**src/rtl/ssm_pkg.sv**
```systemverilog
package ssm_pkg;

    typedef enum logic [1:0] {
        SPR_NONE   = 2'd0,
        SPR_CENTER = 2'd1,
        SPR_DOWN   = 2'd2
    } spr_kind_e;

    typedef enum logic [2:0] {
        MUL_NONE   = 3'd0,
        MUL_X1     = 3'd1,
        MUL_X2     = 3'd2,
        MUL_SYN66  = 3'd4,
        MUL_SYN100 = 3'd5
    } mul_code_e;

    // depth is expressed in fifths of full scale (5/5 = 2.5 %)
    typedef struct packed {
        spr_kind_e kind;
        logic [2:0] fifths;
        mul_code_e mul;
    } sel_cfg_t;

    function automatic sel_cfg_t decode_sel(input logic [2:0] code);
        sel_cfg_t c;
        c = '{kind: SPR_NONE, fifths: 3'd0, mul: MUL_NONE};
        case (code)
            3'b000: c = '{kind: SPR_CENTER, fifths: 3'd5, mul: MUL_X2};
            3'b001: c = '{kind: SPR_CENTER, fifths: 3'd3, mul: MUL_X2};
            3'b010: c = '{kind: SPR_CENTER, fifths: 3'd5, mul: MUL_X2};
            3'b011: c = '{kind: SPR_CENTER, fifths: 3'd5, mul: MUL_X1};
            3'b100: c = '{kind: SPR_DOWN,   fifths: 3'd4, mul: MUL_SYN66};
            3'b110: c = '{kind: SPR_DOWN,   fifths: 3'd4, mul: MUL_SYN100};
            default: c = '{kind: SPR_NONE,  fifths: 3'd0, mul: MUL_NONE};
        endcase
        return c;
    endfunction

endpackage

```
**src/rtl/ssm_phase.sv**
```systemverilog
module ssm_phase #(
    parameter int LOG2N = 9
) (
    input  logic             clk,
    input  logic             rst,
    input  logic             run,
    input  logic             resync_in,
    output logic [LOG2N:0]   phase
);
    localparam int PW = LOG2N + 1;

    logic sync_a, sync_b, sync_c;
    logic restart;

    always_ff @(posedge clk) begin
        if (rst) begin
            sync_a <= 1'b0;
            sync_b <= 1'b0;
            sync_c <= 1'b0;
        end else begin
            sync_a <= resync_in;
            sync_b <= sync_a;
            sync_c <= sync_b;
        end
    end

    assign restart = sync_b && !sync_c;

    always_ff @(posedge clk) begin
        if (rst || !run || restart) begin
            phase <= '0;
        end else begin
            phase <= phase + PW'(1);
        end
    end

    AST_RESTART_ZERO: assert property (@(posedge clk) disable iff (rst) restart |=> (phase == '0));
    AST_PHASE_STEP: assert property (@(posedge clk) disable iff (rst) (run && !restart) |=> (phase == $past(phase) + PW'(1)));
    AST_PARK_ZERO: assert property (@(posedge clk) disable iff (rst) !run |=> (phase == '0));

endmodule

```
**src/rtl/ssm_shape.sv**
```systemverilog
module ssm_shape
    import ssm_pkg::*;
#(
    parameter int OFS_W = 12,
    parameter int LOG2N = 9
) (
    input  logic [LOG2N:0]           phase,
    input  spr_kind_e                kind,
    input  logic [2:0]               fifths,
    output logic signed [OFS_W-1:0]  shaped
);
    localparam int PW  = LOG2N + 1;
    localparam int N   = 1 << LOG2N;
    localparam int FS  = (1 << (OFS_W - 1)) - 1;
    localparam int PRW = PW + OFS_W + 2;
    localparam logic signed [PRW-1:0] AMP5 = PRW'(FS);
    localparam logic signed [PRW-1:0] AMP4 = PRW'((FS * 4) / 5);
    localparam logic signed [PRW-1:0] AMP3 = PRW'((FS * 3) / 5);
    localparam logic signed [PRW-1:0] NS   = PRW'(N);

    logic [PW-1:0]          fold;
    logic signed [PRW-1:0]  t_s;
    logic signed [PRW-1:0]  amp;
    logic signed [PRW-1:0]  prod;
    logic signed [PRW-1:0]  scaled;

    always_comb begin
        // fold the phase into a triangle height 0..N..1
        fold = phase[LOG2N] ? (~phase + PW'(1)) : phase;
        t_s  = $signed(PRW'(fold));
        case (fifths)
            3'd3:    amp = AMP3;
            3'd4:    amp = AMP4;
            default: amp = AMP5;
        endcase
        case (kind)
            SPR_CENTER: prod = (t_s + t_s - NS) * amp;
            SPR_DOWN:   prod = (t_s - NS) * amp;
            default:    prod = '0;
        endcase
        scaled = prod >>> LOG2N;
        shaped = OFS_W'(scaled);
    end

endmodule

```
**src/rtl/ssm_relock.sv**
```systemverilog
module ssm_relock #(
    parameter int RELOCK = 4
) (
    input  logic clk,
    input  logic rst,
    input  logic pwrdn_n,
    output logic out_en
);
    localparam int CW = $clog2(RELOCK + 1);

    logic [CW-1:0] wait_cnt;

    always_ff @(posedge clk) begin
        if (rst || !pwrdn_n) begin
            wait_cnt <= '0;
            out_en   <= 1'b0;
        end else if (wait_cnt == CW'(RELOCK - 1)) begin
            out_en   <= 1'b1;
        end else begin
            wait_cnt <= wait_cnt + CW'(1);
        end
    end

    AST_PD_DROPS_EN: assert property (@(posedge clk) disable iff (rst) !pwrdn_n |=> !out_en);
    AST_NO_EARLY_EN: assert property (@(posedge clk) disable iff (rst) (!out_en && wait_cnt != CW'(RELOCK - 1)) |=> !out_en);
    AST_CNT_RANGE: assert property (@(posedge clk) disable iff (rst) 1'b1 |=> (wait_cnt <= CW'(RELOCK - 1)));

endmodule

```
**src/rtl/ssmod_gen.sv**
```systemverilog
module ssmod_gen
    import ssm_pkg::*;
#(
    parameter int OFS_W  = 12,
    parameter int LOG2N  = 9,
    parameter int RELOCK = 4
) (
    input  logic                     clk,
    input  logic                     rst,
    input  logic [2:0]               sel,
    input  logic                     spread_en_n,
    input  logic                     resync,
    input  logic                     pwrdn_n,
    output logic signed [OFS_W-1:0]  offset,
    output logic [2:0]               mult_code,
    output logic                     out_en,
    output logic                     bad_sel
);
    localparam int PW = LOG2N + 1;

    sel_cfg_t                 cfg;
    logic [PW-1:0]            phase;
    logic signed [OFS_W-1:0]  shaped;
    logic                     hold_zero;

    assign cfg = decode_sel(sel);

    ssm_phase #(.LOG2N(LOG2N)) u_phase (
        .clk       (clk),
        .rst       (rst),
        .run       (pwrdn_n),
        .resync_in (resync),
        .phase     (phase)
    );

    ssm_shape #(.OFS_W(OFS_W), .LOG2N(LOG2N)) u_shape (
        .phase  (phase),
        .kind   (cfg.kind),
        .fifths (cfg.fifths),
        .shaped (shaped)
    );

    ssm_relock #(.RELOCK(RELOCK)) u_relock (
        .clk     (clk),
        .rst     (rst),
        .pwrdn_n (pwrdn_n),
        .out_en  (out_en)
    );

    assign hold_zero = !pwrdn_n || spread_en_n || (cfg.kind == SPR_NONE);

    always_ff @(posedge clk) begin
        if (rst) begin
            offset    <= '0;
            mult_code <= '0;
            bad_sel   <= 1'b0;
        end else begin
            offset    <= hold_zero ? '0 : shaped;
            mult_code <= cfg.mul;
            bad_sel   <= (cfg.kind == SPR_NONE);
        end
    end

    AST_SPREAD_OFF_ZERO: assert property (@(posedge clk) disable iff (rst) spread_en_n |=> (offset == '0));
    AST_DOWN_CEILING: assert property (@(posedge clk) disable iff (rst) (sel[2] && !sel[0]) |=> (offset[OFS_W-1] || offset == '0));
    AST_RESERVED_ZERO: assert property (@(posedge clk) disable iff (rst) (sel[2] && sel[0]) |=> (offset == '0 && bad_sel));
    AST_PD_OFFSET_ZERO: assert property (@(posedge clk) disable iff (rst) !pwrdn_n |=> (offset == '0));

endmodule

```
**config.mk**
```make
export PLATFORM = sky130hd
export DESIGN_NAME = ssmod_gen
export DESIGN_NICKNAME = d
export VERILOG_FILES = /design/src/rtl/ssm_pkg.sv /design/src/rtl/ssm_phase.sv /design/src/rtl/ssm_shape.sv /design/src/rtl/ssm_relock.sv /design/src/rtl/ssmod_gen.sv
export SDC_FILE = /design/constraint.sdc
export NUM_CORES = 1
export LEC_CHECK = 0
export BUFFER_PORTS_ARGS = -buffer_cell sky130_fd_sc_hd__buf_2
export CORE_ASPECT_RATIO = 2
export CORE_MARGIN = 1.5
export CORE_UTILIZATION = 45
export DETAILED_ROUTE_END_ITERATION = 10
export GPL_TIMING_DRIVEN = 0
export PLACE_DENSITY = 0.59
export SETUP_SLACK_MARGIN = 0.1
export SYNTH_ARGS = -nofsm -noshare
export SYNTH_HDL_FRONTEND = slang
export SYNTH_HIERARCHICAL = 1
export SYNTH_SLANG_ARGS = --single-unit
```
**constraint.sdc**
```tcl
create_clock -name clk -period 7.7 [get_ports clk]
set_clock_uncertainty 0.1 [all_clocks]
set_input_delay 0.385 -clock clk [delete_from_list [all_inputs] [get_ports clk]]
set_output_delay 0.385 -clock clk [all_outputs]
set_load 0.005 [all_outputs]
```
; After elaboration in Yosys (flattened, before gate mapping)
; Cells that the tools add are included.
; W data, S select, Z words.
[op_classes]
add_sub_neg = 6
n_mul = 2
n_eq_ne = 10
mux = 4
bitwise_logic = 1
n_reduce_logical = 11
[ops]
columns = operator, count
row1 = $mul A24 B12 Y21, 2
row2 = $pmux W21 S2, 1
row3 = $pmux W8 S5, 1
row4 = $sub A24 B11 Y24 const B, 1
row5 = $add A10 B1 Y10 const B, 2
row6 = $pmux W10 S2, 1
row7 = $eq A3 B2 Y1 const B, 4
row8 = $add A10 B10 Y11, 1
row9 = $sub A10 B10 Y11 const B, 1
row10 = $mux W10, 1
row11 = $not A10 Y10, 1
row12 = $eq A3 B3 Y1 const B, 3
row13 = $logic_or A1 B1 Y1, 4
row14 = $reduce_or A2 Y1, 2
row15 = $add A3 B1 Y3 const B, 1
row16 = $eq A3 B1 Y1 const B, 1
row17 = $logic_not A3 Y1, 1
row18 = $eq A2 B1 Y1 const B, 1
row19 = $eq A2 B2 Y1 const B, 1
row20 = $logic_not A1 Y1, 2
row21 = $logic_not A2 Y1, 1
row22 = $logic_and A1 B1 Y1, 1
[totals]
ff_bits = 33
out_inout_bits = 17

; Longest topological paths before layout
; Gate-level depths: netlist (run 1).
[logic_depth]
depth_word = 7
mapped_depth = 29
mapped_depth_nobuf = 29

; Hierarchy
; The synthesis (run 1) kept the hierarchy.
[by_module_without_submodules]
columns = mod, n_inst, cells_per_inst, area_per_inst_um2, seq_area_each_um2
row1 = ssm_shape, 1, 774, 6964.2, 0.0
row2 = ssmod_gen, 1, 43, 585.6, 320.3
row3 = ssm_phase, 1, 51, 489.2, 260.2
row4 = ssm_relock, 1, 16, 170.2, 80.1

; Least setup slack after synthesis (run 1)
; OpenSTA, ideal clock, no wires.
[synth_timing]
path_kind = register to register
from = register u_phase.phase[0]
to = register offset[8]
setup_time_ns = 0.126
t_arrival_ns = 6.586
slack_ns = 0.888
stages_incl_launch_ff = 26
n_path_buf = 0
cell_sequence = dfxtp_1 inv_1 ha_1 inv_1 o31ai_1 xnor2_1 nand2_1 inv_1 nand2_1 inv_1 fa_1 fa_1 fa_1 fa_1 inv_1 fa_1 inv_1 ha_1 or3_1 o22ai_1 o21ai_0 a41o_1 a21oi_1 xor2_1 o21ai_0 nor4b_2
[synth_between]
elab_chain_len = 7
word_cells_on_any_way = 9
classes_between = add/sub: 4 / mul: 2 / mux: 2 / bitwise: 1
[synth_lines]
columns = element, line
row1 = from (decl), ssm_phase.sv:8  ; output logic [LOG2N:0] phase
row2 = from (signal assigned), ssm_phase.sv:33  ; phase <= phase + PW'(1);
row3 = $not A10 Y10, ssm_shape.sv:29  ; fold = phase[LOG2N] ? (~phase + PW'(1)) : phase;
row4 = $add A10 B1 Y10, ssm_shape.sv:29
row5 = $mux W10 *, ssm_shape.sv:29
row6 = $add A10 B10 Y11, ssm_shape.sv:37  ; SPR_CENTER: prod = (t_s + t_s - NS) * amp;
row7 = $sub A24 B11 Y24, ssm_shape.sv:37
row8 = $mul A24 B12 Y21, ssm_shape.sv:37
row9 = $pmux W21 S2 *, ssm_shape.sv:36  ; case (kind)
row10 = named net shaped[8], ssmod_gen.sv:23  ; logic signed [OFS_W-1:0] shaped;
row11 = to (signal assigned), ssmod_gen.sv:58  ; offset <= hold_zero ? '0 : shaped;
row12 = to (decl), ssmod_gen.sv:14  ; output logic signed [OFS_W-1:0] offset,
; The timed path passes the listed nets; every way through them passes the cells marked *.
; A chain may end at the register's enable or synchronous reset.

; Worst setup path after layout (run 1)
[layout_timing]
from = register u_phase.phase[2]
to = register offset[7]
; Same word-level chain as after synthesis.

==> results of run 1 <==
[final cells by class]
cell class | instances | area [um2] | area share
multi-input cells | 580 | 6680 | 0.739
inverters | 259 | 985 | 0.109
flip-flops and latches | 33 | 667 | 0.0737
well taps | 213 | 267 | 0.0295
repair buffers | 36 | 210 | 0.0232
clock buffers | 6 | 139 | 0.0154
plain buffers | 11 | 57.6 | 0.00636
clock inverters | 2 | 37.5 | 0.00415
[what timing repair did]
action	CTS	global route
setup buffers	5	7
gates resized for setup	28	17
pin swaps	5	3
endpoints found under the setup margin	12	10
[routing by layer]
| metal | wire length [um] | up-vias |
|---|---|---|
| met4 | 1950 | 0 |
| met5 | 0 | - |
| met1 | 6860 | 2950 |
| li1 | - | 2809 |
| met2 | 12600 | 108 |
| met3 | 326 | 82 |
[layout by cell type (no fill, tap or decap), drive strengths merged, types with 2 or more instances in the layout]
master / n
nor2b: 5
xor2: 17
a21oi: 25
and3: 3
and2: 2
o22ai: 9
nand2b: 11
fa: 149
nand3: 7
a211oi: 3
xnor2: 41
o21bai: 3
nor3: 4
nand2: 39
ha: 115
o21a: 5
a22oi: 2
nor2: 53
o21ai: 14
buf: 43
nand3b: 4
clkinvlp: 3
or3: 5
a211o: 2
nor4b: 12
dfxtp: 33
nand4: 3
or2: 8
a21boi: 2
inv: 257
a21o: 8
o31ai: 7
clkbuf: 10
or4: 4
[registers in the layout, indices dropped and copies added, names as in the netlist]
signal / flops
bad_sel: 1
offset: 12
mult_code: 3
u_phase/phase: 10
u_relock/wait_cnt: 3
u_phase/sync_a: 1
u_phase/sync_b: 1
u_relock/out_en: 1
u_phase/sync_c: 1
[cells by family after synthesis]
family / count (synthesis)
AO/OA/AOI/OAI: 89
multiplexers: 2
XOR/XNOR: 58
adder cells (fa/ha/maj): 264
flip-flops: 33
AND/OR/NAND/NOR: 167
buffers and inverters: 271
[final timing paths]
kind,cells past startpoint,endpoint,from,slack (ns)
max,27,offset[7]$_SDFF_PP0_,u_phase/phase[2]$_SDFF_PP0_,0.37
min,2,mult_code[1]$_SDFF_PP0_,sel[1],0.20
max reg2reg,27,offset[7]$_SDFF_PP0_,u_phase/phase[2]$_SDFF_PP0_,0.37
min reg2reg,1,u_phase/sync_b$_SDFF_PP0_,u_phase/sync_a$_SDFF_PP0_,0.35
[worst max-delay path, cell delays in order, from the launching register on]
cell	delay (ns)
dfxtp_2	0.40
or4_1	0.54
o21ai_0	0.28
xor2_2	0.21
inv_2	0.20
nand2_1	0.20
nor2_4	0.26
inv_1	0.09
fa_1	0.43
fa_1	0.46
fa_1	0.49
inv_1	0.05
fa_1	0.53
inv_1	0.09
fa_1	0.68
inv_1	0.07
ha_1	0.34
and3_1	0.22
a221oi_4	0.22
buf_4	0.18
buf_4	0.11
nand2_1	0.07
nand3_4	0.13
nand2b_1	0.12
a211o_1	0.30
nand2_1	0.13
o22ai_1	0.10
nor4b_2	0.18
[metrics by stage]
stage               instance area [um2]  power (uW)  std cells  hold slack (ns)
floorplan                          8210         846        884            0.314
global placement                   8600        1100       1121            0.342
detailed placement                 8600        1100       1121            0.335
CTS                                8950        1370       1133            0.195
global route                       9050        1490       1140            0.212
finish                             9050        1370       1140            0.205
[power groups by stage]
stage | clock network, uW | logic (uW) | registers [uW]
2_1_floorplan | 0 | 663 | 183
3_3_place_gp | 0 | 916 | 184
3_5_place_dp | 0 | 916 | 184
4_1_cts | 248 | 945 | 180
5_1_grt | 253 | 1050 | 180
6_report | 241 | 950 | 180
==> impl_metrics.toml, run 1 <==
[status]
status = "completed"

[synth]
synth_nets = 1156
synth_cells = 884
synthMuxAreaShare = 0.00259
synth_edf_count = 0
synth-xor-area-share = 0.0628
synth-simple-area-share = 0.117
synth_area_leaders = "fa_1, ha_1, inv_1"
yosys.cell_types.count = 65
synth_top_family_by_area = "adder cells"
synth_top_area_cell = "fa_1"
seq_area_frac_synth = 0.0805
synth-adder-area-share = 0.539
ys_warn_count = 6
async_flop_share = 0
synth-compound-area-share = 0.0724
ys_ff_latch = 33
yosys-top-cells-count = "inv_1, fa_1, ha_1, nor2_1, xnor2_1"
synthMostInstantiatedCell = "inv_1"
syn_area_mm2 = 0.00821
syn_avg_cell_area_um2 = 9.29
synth_flop_cell = "dfxtp_1"
yosysTopAreaCellShare = 0.363

[drt]
vias = 5949
drc = 0
drtPass1Iterations = 4
wl_mm = 21.8
wl_per_cell_um = 19.1
routed_via_density = 5.22
drtIter0Drc = 193
ant_nets = 0

[clock_network]
numCtsBuffers = 5
cts_sinks = 33
clockBufferDepth = 2
h-tree-depth = 2
cts_tree = "built"
cts_hold_buffers = 0
insertion_delay_ns = 0.28
clk_root_buffer_cell = "clkbuf_16"
clk_pin_slew_ns = 0.06

[power]
power_density_mw_per_mm2 = 152
p_sw_uw = 625
p_sw_frac = 0.456
p_leak_uw = 0.00494
clockPowerShare = 0.176
ir_worst_vdd_uv = 309
power_frac_seq = 0.131
combPwrFrac = 0.693
p_int_uw = 746

[placement]
hpwl_mm = 19.3
portBuffers = 24
place_congestion = 0.970
preCtsSetupSlack_ns = -1.71

[timing]
slew_headroom = 0.380
setup_viol = 0
maxSlewViolCount = 0
fin_crit_ns = 7.33
rsz0062_at_grt = "false"
tightest_slew_ns = 0.927
fin_crit_sh = 0.952
final.setup.tns_ns = 0
timing.final.ws_setup_ns = 0.371
hold_viol_final = 0
max_freq_mhz = 136

[worst_setup_path]
worst_setup_path_end_kind = "register"
worstSetupPathType = "reg2reg"
cp-start-kind = "register"
required_ns = 7.77
crit_fanout = 11
arrival_ns = 7.39

[floorplan]
core_area_mm2 = 0.0178
die_h_um = 194
io_pins = 25
start_util = 0.462
die_width_um = 98.5
num_rows = 69
die_area_mm2 = 0.0191

[global_routing]
antenna_found_initial = 0
gr-max-usage-layer = "met2"
grt_pass1_vias = 6480
track_usage = 0.241
grt_use_met1 = 0.223
globalRouteMet3Util = 0.0155
grt_overflow = 0
grt_max_degree = 15
met2_usage = 0.473
grt_pass1_wl_mm = 34.5

[layout]
syn_to_final_growth_pct = 10.2
nets = 1198
n_fill_cell = 1702
drive_gt1_frac = 0.124
fin_util = 0.509
n_antenna_cell = 0

[worst_hold_path]
holdCritPathClass = "in2reg"

[run]
cap_violations = 0
Power figures use the tool's default switching activity.
==> inputs of run 2 (changes only) <==
--- a/config.mk
+++ b/config.mk
@@ -11,7 +11,7 @@
 export CORE_UTILIZATION = 45
 export DETAILED_ROUTE_END_ITERATION = 10
 export GPL_TIMING_DRIVEN = 0
-export PLACE_DENSITY = 0.59
+export PLACE_DENSITY_LB_ADDON = 0.25
 export SETUP_SLACK_MARGIN = 0.1
 export SYNTH_ARGS = -nofsm -noshare
 export SYNTH_HDL_FRONTEND = slang
==> run 2 against run 1 <==
Net effect: design area up 0.11%; sequential share of layout area about the same; final cell count down 0.26%.
==> impl_metrics.toml, run 2 (synthesized netlist as in run 1, its figures left out) <==
[status]
status = "completed"

[floorplan]
die_h_um = 194
io_pins = 25
die_area_mm2 = 0.0191
die_width_um = 98.5
core_area_mm2 = 0.0178
start_util = 0.462
num_rows = 69

[layout]
fin_util = 0.509
drive_gt1_frac = 0.123
n_antenna_cell = 0
regMostFlops = "offset"
final_common_cell = "inv_1"
final_cell_mix = "inv_1, fa_1, ha_1"
largest_registers = "offset (12), u_phase/phase (10)"
syn_to_final_growth_pct = 10.3
stdcell_count = 1137
nets = 1195
n_fill_cell = 1725
largest_register_ffs = 12

[clock_network]
clk_root_buffer_cell = "clkbuf_16"
clockBufferDepth = 2
cts_sinks = 33
h-tree-depth = 2
cts_hold_buffers = 0
clk_pin_slew_ns = 0.05
insertion_delay_ns = 0.28
numCtsBuffers = 5
cts_tree = "built"

[drt]
wl_per_cell_um = 18.9
drtPass1Iterations = 4
ant_nets = 0
vias = 5930
drtIter0Drc = 191
routed_via_density = 5.22
drc = 0
wl_mm = 21.4

[global_routing]
grt_pass1_vias = 6525
grt_pass1_wl_mm = 34.0
grt_overflow = 0
grt_max_degree = 15
track_usage = 0.236
antenna_found_initial = 0

[worst_setup_path]
crit_slowest_cell = "fa_1"
worst_setup_path_end_kind = "register"
cp_cell_sequence = "nor4_1 -> a21boi_0 -> xnor2_2 -> nor2_1 -> xnor2_1 -> nor2_2 -> ha_1 -> fa_1 -> fa_1 -> fa_1 -> inv_1 -> fa_1 -> inv_1 -> ha_1 -> a21o_1 -> a221oi_4 -> buf_4 -> nand2_1 -> nand3_4 -> a21oi_2 -> o22ai_2 -> xor2_2 -> o22ai_1 -> nor4b_2"
worstSetupPathType = "reg2reg"
required_ns = 7.76
arrival_ns = 7.46
crit_fanout = 11
worst_path_most_repeated_cell = "fa_1"
cp-start-kind = "register"
worst_path_largest_cell_delay_ns = 0.71

[timing]
maxSlewViolCount = 0
hold_viol_final = 0
slew_headroom = 0.410
setup_viol = 0
fin_crit_sh = 0.961
tightest_slew_ns = 0.882
max_freq_mhz = 135
rsz0062_at_grt = "true"
fin_crit_ns = 7.40

[placement]
hpwl_mm = 19.0
dp_cells = 1121
portBuffers = 24
place_congestion = 0.936

[power]
power_density_mw_per_mm2 = 161
p_leak_uw = 0.00494
ir_worst_vdd_uv = 332
power_uw = 1460

[worst_hold_path]
holdCritPathClass = "in2reg"

[run]
cap_violations = 0
## run 2: changes by cell type in the layout (fill, tap and decap cells not counted), moves of 2 or more
cell | before | now
and3_2 | 0 | 2
o31ai_2 | 2 | 0
buf_4 | 13 | 10
o31ai_1 | 5 | 7
and3_1 | 3 | 1
## run 2: critical path, delay by kind of cell, from the launching register on
family	cells	cell delay, ns
flops	1	0.40
simple gates	6	1.30
compound gates	6	1.29
buf+inv	3	0.32
fa+ha+maj	6	2.90
xor+xnor	3	0.94
## run 2: timing repair
| item | in CTS | in global routing |
|---|---|---|
| setup buffers | 4 | 5 |
| resized for setup | 33 | 19 |
| endpoints found under the hold margin | 0 | 0 |
| pin swaps | 7 | 7 |
| setup endpoints to repair | 12 | 8 |
## run 2: final cells by class
cell class              count  area (um2)  share of cell area
repair buffers             33         188              0.0207
clock inverters             2        37.5             0.00414
plain buffers              11        60.1             0.00663
clock buffers               6         139              0.0153
flip-flops and latches     33         671              0.0741
well taps                 213         267              0.0294
inverters                 259         981               0.108
multi-input cells         580        6710               0.741
## run 2: path summary, 6_finish.rpt
path,start,end,slack [ns],cells past startpoint
setup / recovery,u_phase/phase[2]$_SDFF_PP0_,offset[10]$_SDFF_PP0_,0.30,24
hold / removal,sel[1],mult_code[1]$_SDFF_PP0_,0.21,2
setup reg to reg,u_phase/phase[2]$_SDFF_PP0_,offset[10]$_SDFF_PP0_,0.30,24
hold reg to reg,u_phase/sync_a$_SDFF_PP0_,u_phase/sync_b$_SDFF_PP0_,0.35,1
## run 2: report_power, final
part / leakage, uW / total (uW) / internal, uW / switching (uW)
Sequential: 0.000270 / 180 / 176 / 3.93
Combinational: 0.00459 / 1050 / 435 / 614
Clock: 0.0000831 / 231 / 161 / 69.9
## run 2: routing by layer
metal	wire, um	vias to the layer above	global-route usage
li1	-	2792	-
met5	0	-	0
met3	369	69	0.0126
met2	12400	111	0.460
met1	6660	2958	0.222
met4	1990	0	0.176
## run 2: stage by stage
stage	area [um2]	setup slack (ns)	hold slack (ns)	setup TNS, ns
global route	9060	0.0751	0.222	0
floorplan	8210	0.888	0.314	0
detailed placement	8600	-1.75	0.344	-13.16
finish	9060	0.298	0.210	0
global placement	8600	-1.80	0.343	-13.06
CTS	8970	0.0845	0.205	0
==> inputs of run 3 (changes only) <==
--- a/config.mk
+++ b/config.mk
@@ -8,7 +8,7 @@
 export BUFFER_PORTS_ARGS = -buffer_cell sky130_fd_sc_hd__buf_2
 export CORE_ASPECT_RATIO = 2
 export CORE_MARGIN = 1.5
-export CORE_UTILIZATION = 45
+export CORE_UTILIZATION = 42
 export DETAILED_ROUTE_END_ITERATION = 10
 export GPL_TIMING_DRIVEN = 0
 export PLACE_DENSITY_LB_ADDON = 0.25
==> run 3 against run 2 <==
Net effect: via count increased by 0.42%; total power decreased by 1.4%; combinational power about the same; design area increased by 0.32%; sequential share of layout area decreased by 0.065 points; final cell count increased by 4.2%; first-iteration DRC count decreased by 19%; critical path depth increased by 2; sequential power about the same; utilization decreased by 3.8 points; worst setup slack got worse by 0.037 ns.
==> impl_metrics.toml, run 3 (synthesized netlist as in run 1, its figures left out) <==
[layout]
multi_input_area_mm2 = 0.00668
nets = 1197
stdcell_count = 1185
largest_registers = "offset (12), u_phase/phase (10)"
n_fill_cell = 1967
regMostFlops = "offset"
final_common_cell = "inv_1"
final_cell_mix = "inv_1, fa_1, ha_1"
syn_to_final_growth_pct = 10.7
largest_register_ffs = 12
n_antenna_cell = 0
drive_gt1_frac = 0.121
fin_util = 0.471
final-seq-area_um2 = 667

[placement]
preCtsSetupSlack_ns = -1.25
place_congestion = 0.942
portBuffers = 24
hpwl_mm = 19.6
dp_cells = 1167

[drt]
vias = 5955
drtIter0Drc = 154
drc = 0
routed_via_density = 5.03
drtPass1Iterations = 4
ant_nets = 0
wl_mm = 22.0
wl_per_cell_um = 18.5

[worst_setup_path]
worst_path_largest_cell_delay_ns = 0.58
rrSetupSlack_ns = 0.26
worst_path_most_repeated_cell = "fa_1"
worst_setup_path_end_kind = "register"
worst-path-buf-inv = 6
r2r_start = "u_phase/phase[2]$_SDFF_PP0_"
crit_slowest_cell = "or4_4"
worstSetupPathType = "reg2reg"
crit_fanout = 11
critPathTopFamily = "adder cells"
arrival_ns = 7.50
cp-start-kind = "register"
required_ns = 7.76
cp-startpoint = "u_phase/phase[2]$_SDFF_PP0_"

[clock_network]
h-tree-depth = 2
clockBufferDepth = 2
clk_pin_slew_ns = 0.05
cts_tree = "built"
clk_root_buffer_cell = "clkbuf_16"
numCtsBuffers = 5
cts_hold_buffers = 0
cts_sinks = 33
insertion_delay_ns = 0.28

[worst_hold_path]
hold_start = "sel[1]"
holdCritPathClass = "in2reg"

[power]
p_leak_uw = 0.00492
power_density_mw_per_mm2 = 158
ir_worst_vdd_uv = 327

[floorplan]
die_width_um = 102
io_pins = 25
num_rows = 72
start_util = 0.426
die_h_um = 201
die_area_mm2 = 0.0204
core_area_mm2 = 0.0193

[global_routing]
grt_overflow = 0
antenna_found_initial = 0
grt_max_degree = 15
track_usage = 0.232
grt_pass1_wl_mm = 34.9
grt_pass1_vias = 6567

[timing]
maxSlewViolCount = 0
fin_crit_ns = 7.44
slew_headroom = 0.414
timing.final.ws_setup_ns = 0.260
fin_hold_ws_ns = 0.211
max_freq_mhz = 134
hold_viol_final = 0
tightest_slew_ns = 0.876
rsz0062_at_grt = "true"
fin_crit_sh = 0.966
final.setup.tns_ns = 0
setup_viol = 0

[status]
status = "completed"

[run]
cap_violations = 0
-- run 3: cell type report --
class / instances / area share
multi-input cells: 580 / 0.735
inverters: 259 / 0.109
flip-flops and latches: 33 / 0.0734
well taps: 259 / 0.0357
repair buffers: 35 / 0.0237
clock buffers: 6 / 0.0153
plain buffers: 11 / 0.00661
clock inverters: 2 / 0.00151
-- run 3: final timing paths --
check | end | depth (start not counted)
worst max register to register | offset[7]$_SDFF_PP0_ | 26
worst max-delay path | offset[7]$_SDFF_PP0_ | 26
worst min-delay path | mult_code[1]$_SDFF_PP0_ | 2
worst min register to register | u_phase/sync_b$_SDFF_PP0_ | 1
-- run 3: repair_timing --
| action | in CTS | in global routing |
|---|---|---|
| resized for setup | 22 | 19 |
| buffers inserted | 6 | 5 |
| pin swaps | 4 | 5 |
| endpoints found under the setup margin | 12 | 8 |
-- run 3: metal layers --
metal  track usage  part of all wire  up-vias
li1              -                 -     2802
met1         0.215              0.31     2942
met2         0.435              0.56      124
met3        0.0167             0.017       87
met4         0.197              0.11        0
met5             0                 0        -
-- run 3: worst reg2reg max path, stage by stage (launching register included) --
cell,delay [ns]
dfxtp_2,0.40
or4_4,0.58
o41ai_4,0.47
xor2_4,0.31
inv_4,0.15
nor2_4,0.19
nand2_1,0.14
fa_1,0.56
inv_1,0.05
fa_1,0.51
fa_1,0.46
fa_1,0.55
inv_1,0.06
fa_1,0.46
inv_1,0.26
ha_4,0.27
and3_1,0.21
a221oi_2,0.30
buf_4,0.17
nand2_1,0.04
nand3_1,0.12
buf_12,0.14
nand2b_1,0.11
a211o_1,0.30
nand2_1,0.13
o22ai_1,0.09
nor4b_2,0.17
-- run 3: stage by stage --
| stage | instance area, um2 | power (uW) |
|---|---|---|
| floorplan | 8210 | 846 |
| global placement | 8650 | 1140 |
| detailed placement | 8650 | 1150 |
| CTS | 8980 | 1400 |
| global route | 9080 | 1570 |
| finish | 9080 | 1440 |
-- run 3: where the power goes --
part | internal [uW] | switching (uW) | leakage [uW]
Combinational | 447 | 613 | 0.00457
Sequential | 176 | 4.13 | 0.000269
Clock | 128 | 71.1 | 0.0000768
Total | 751 | 688 | 0.00492
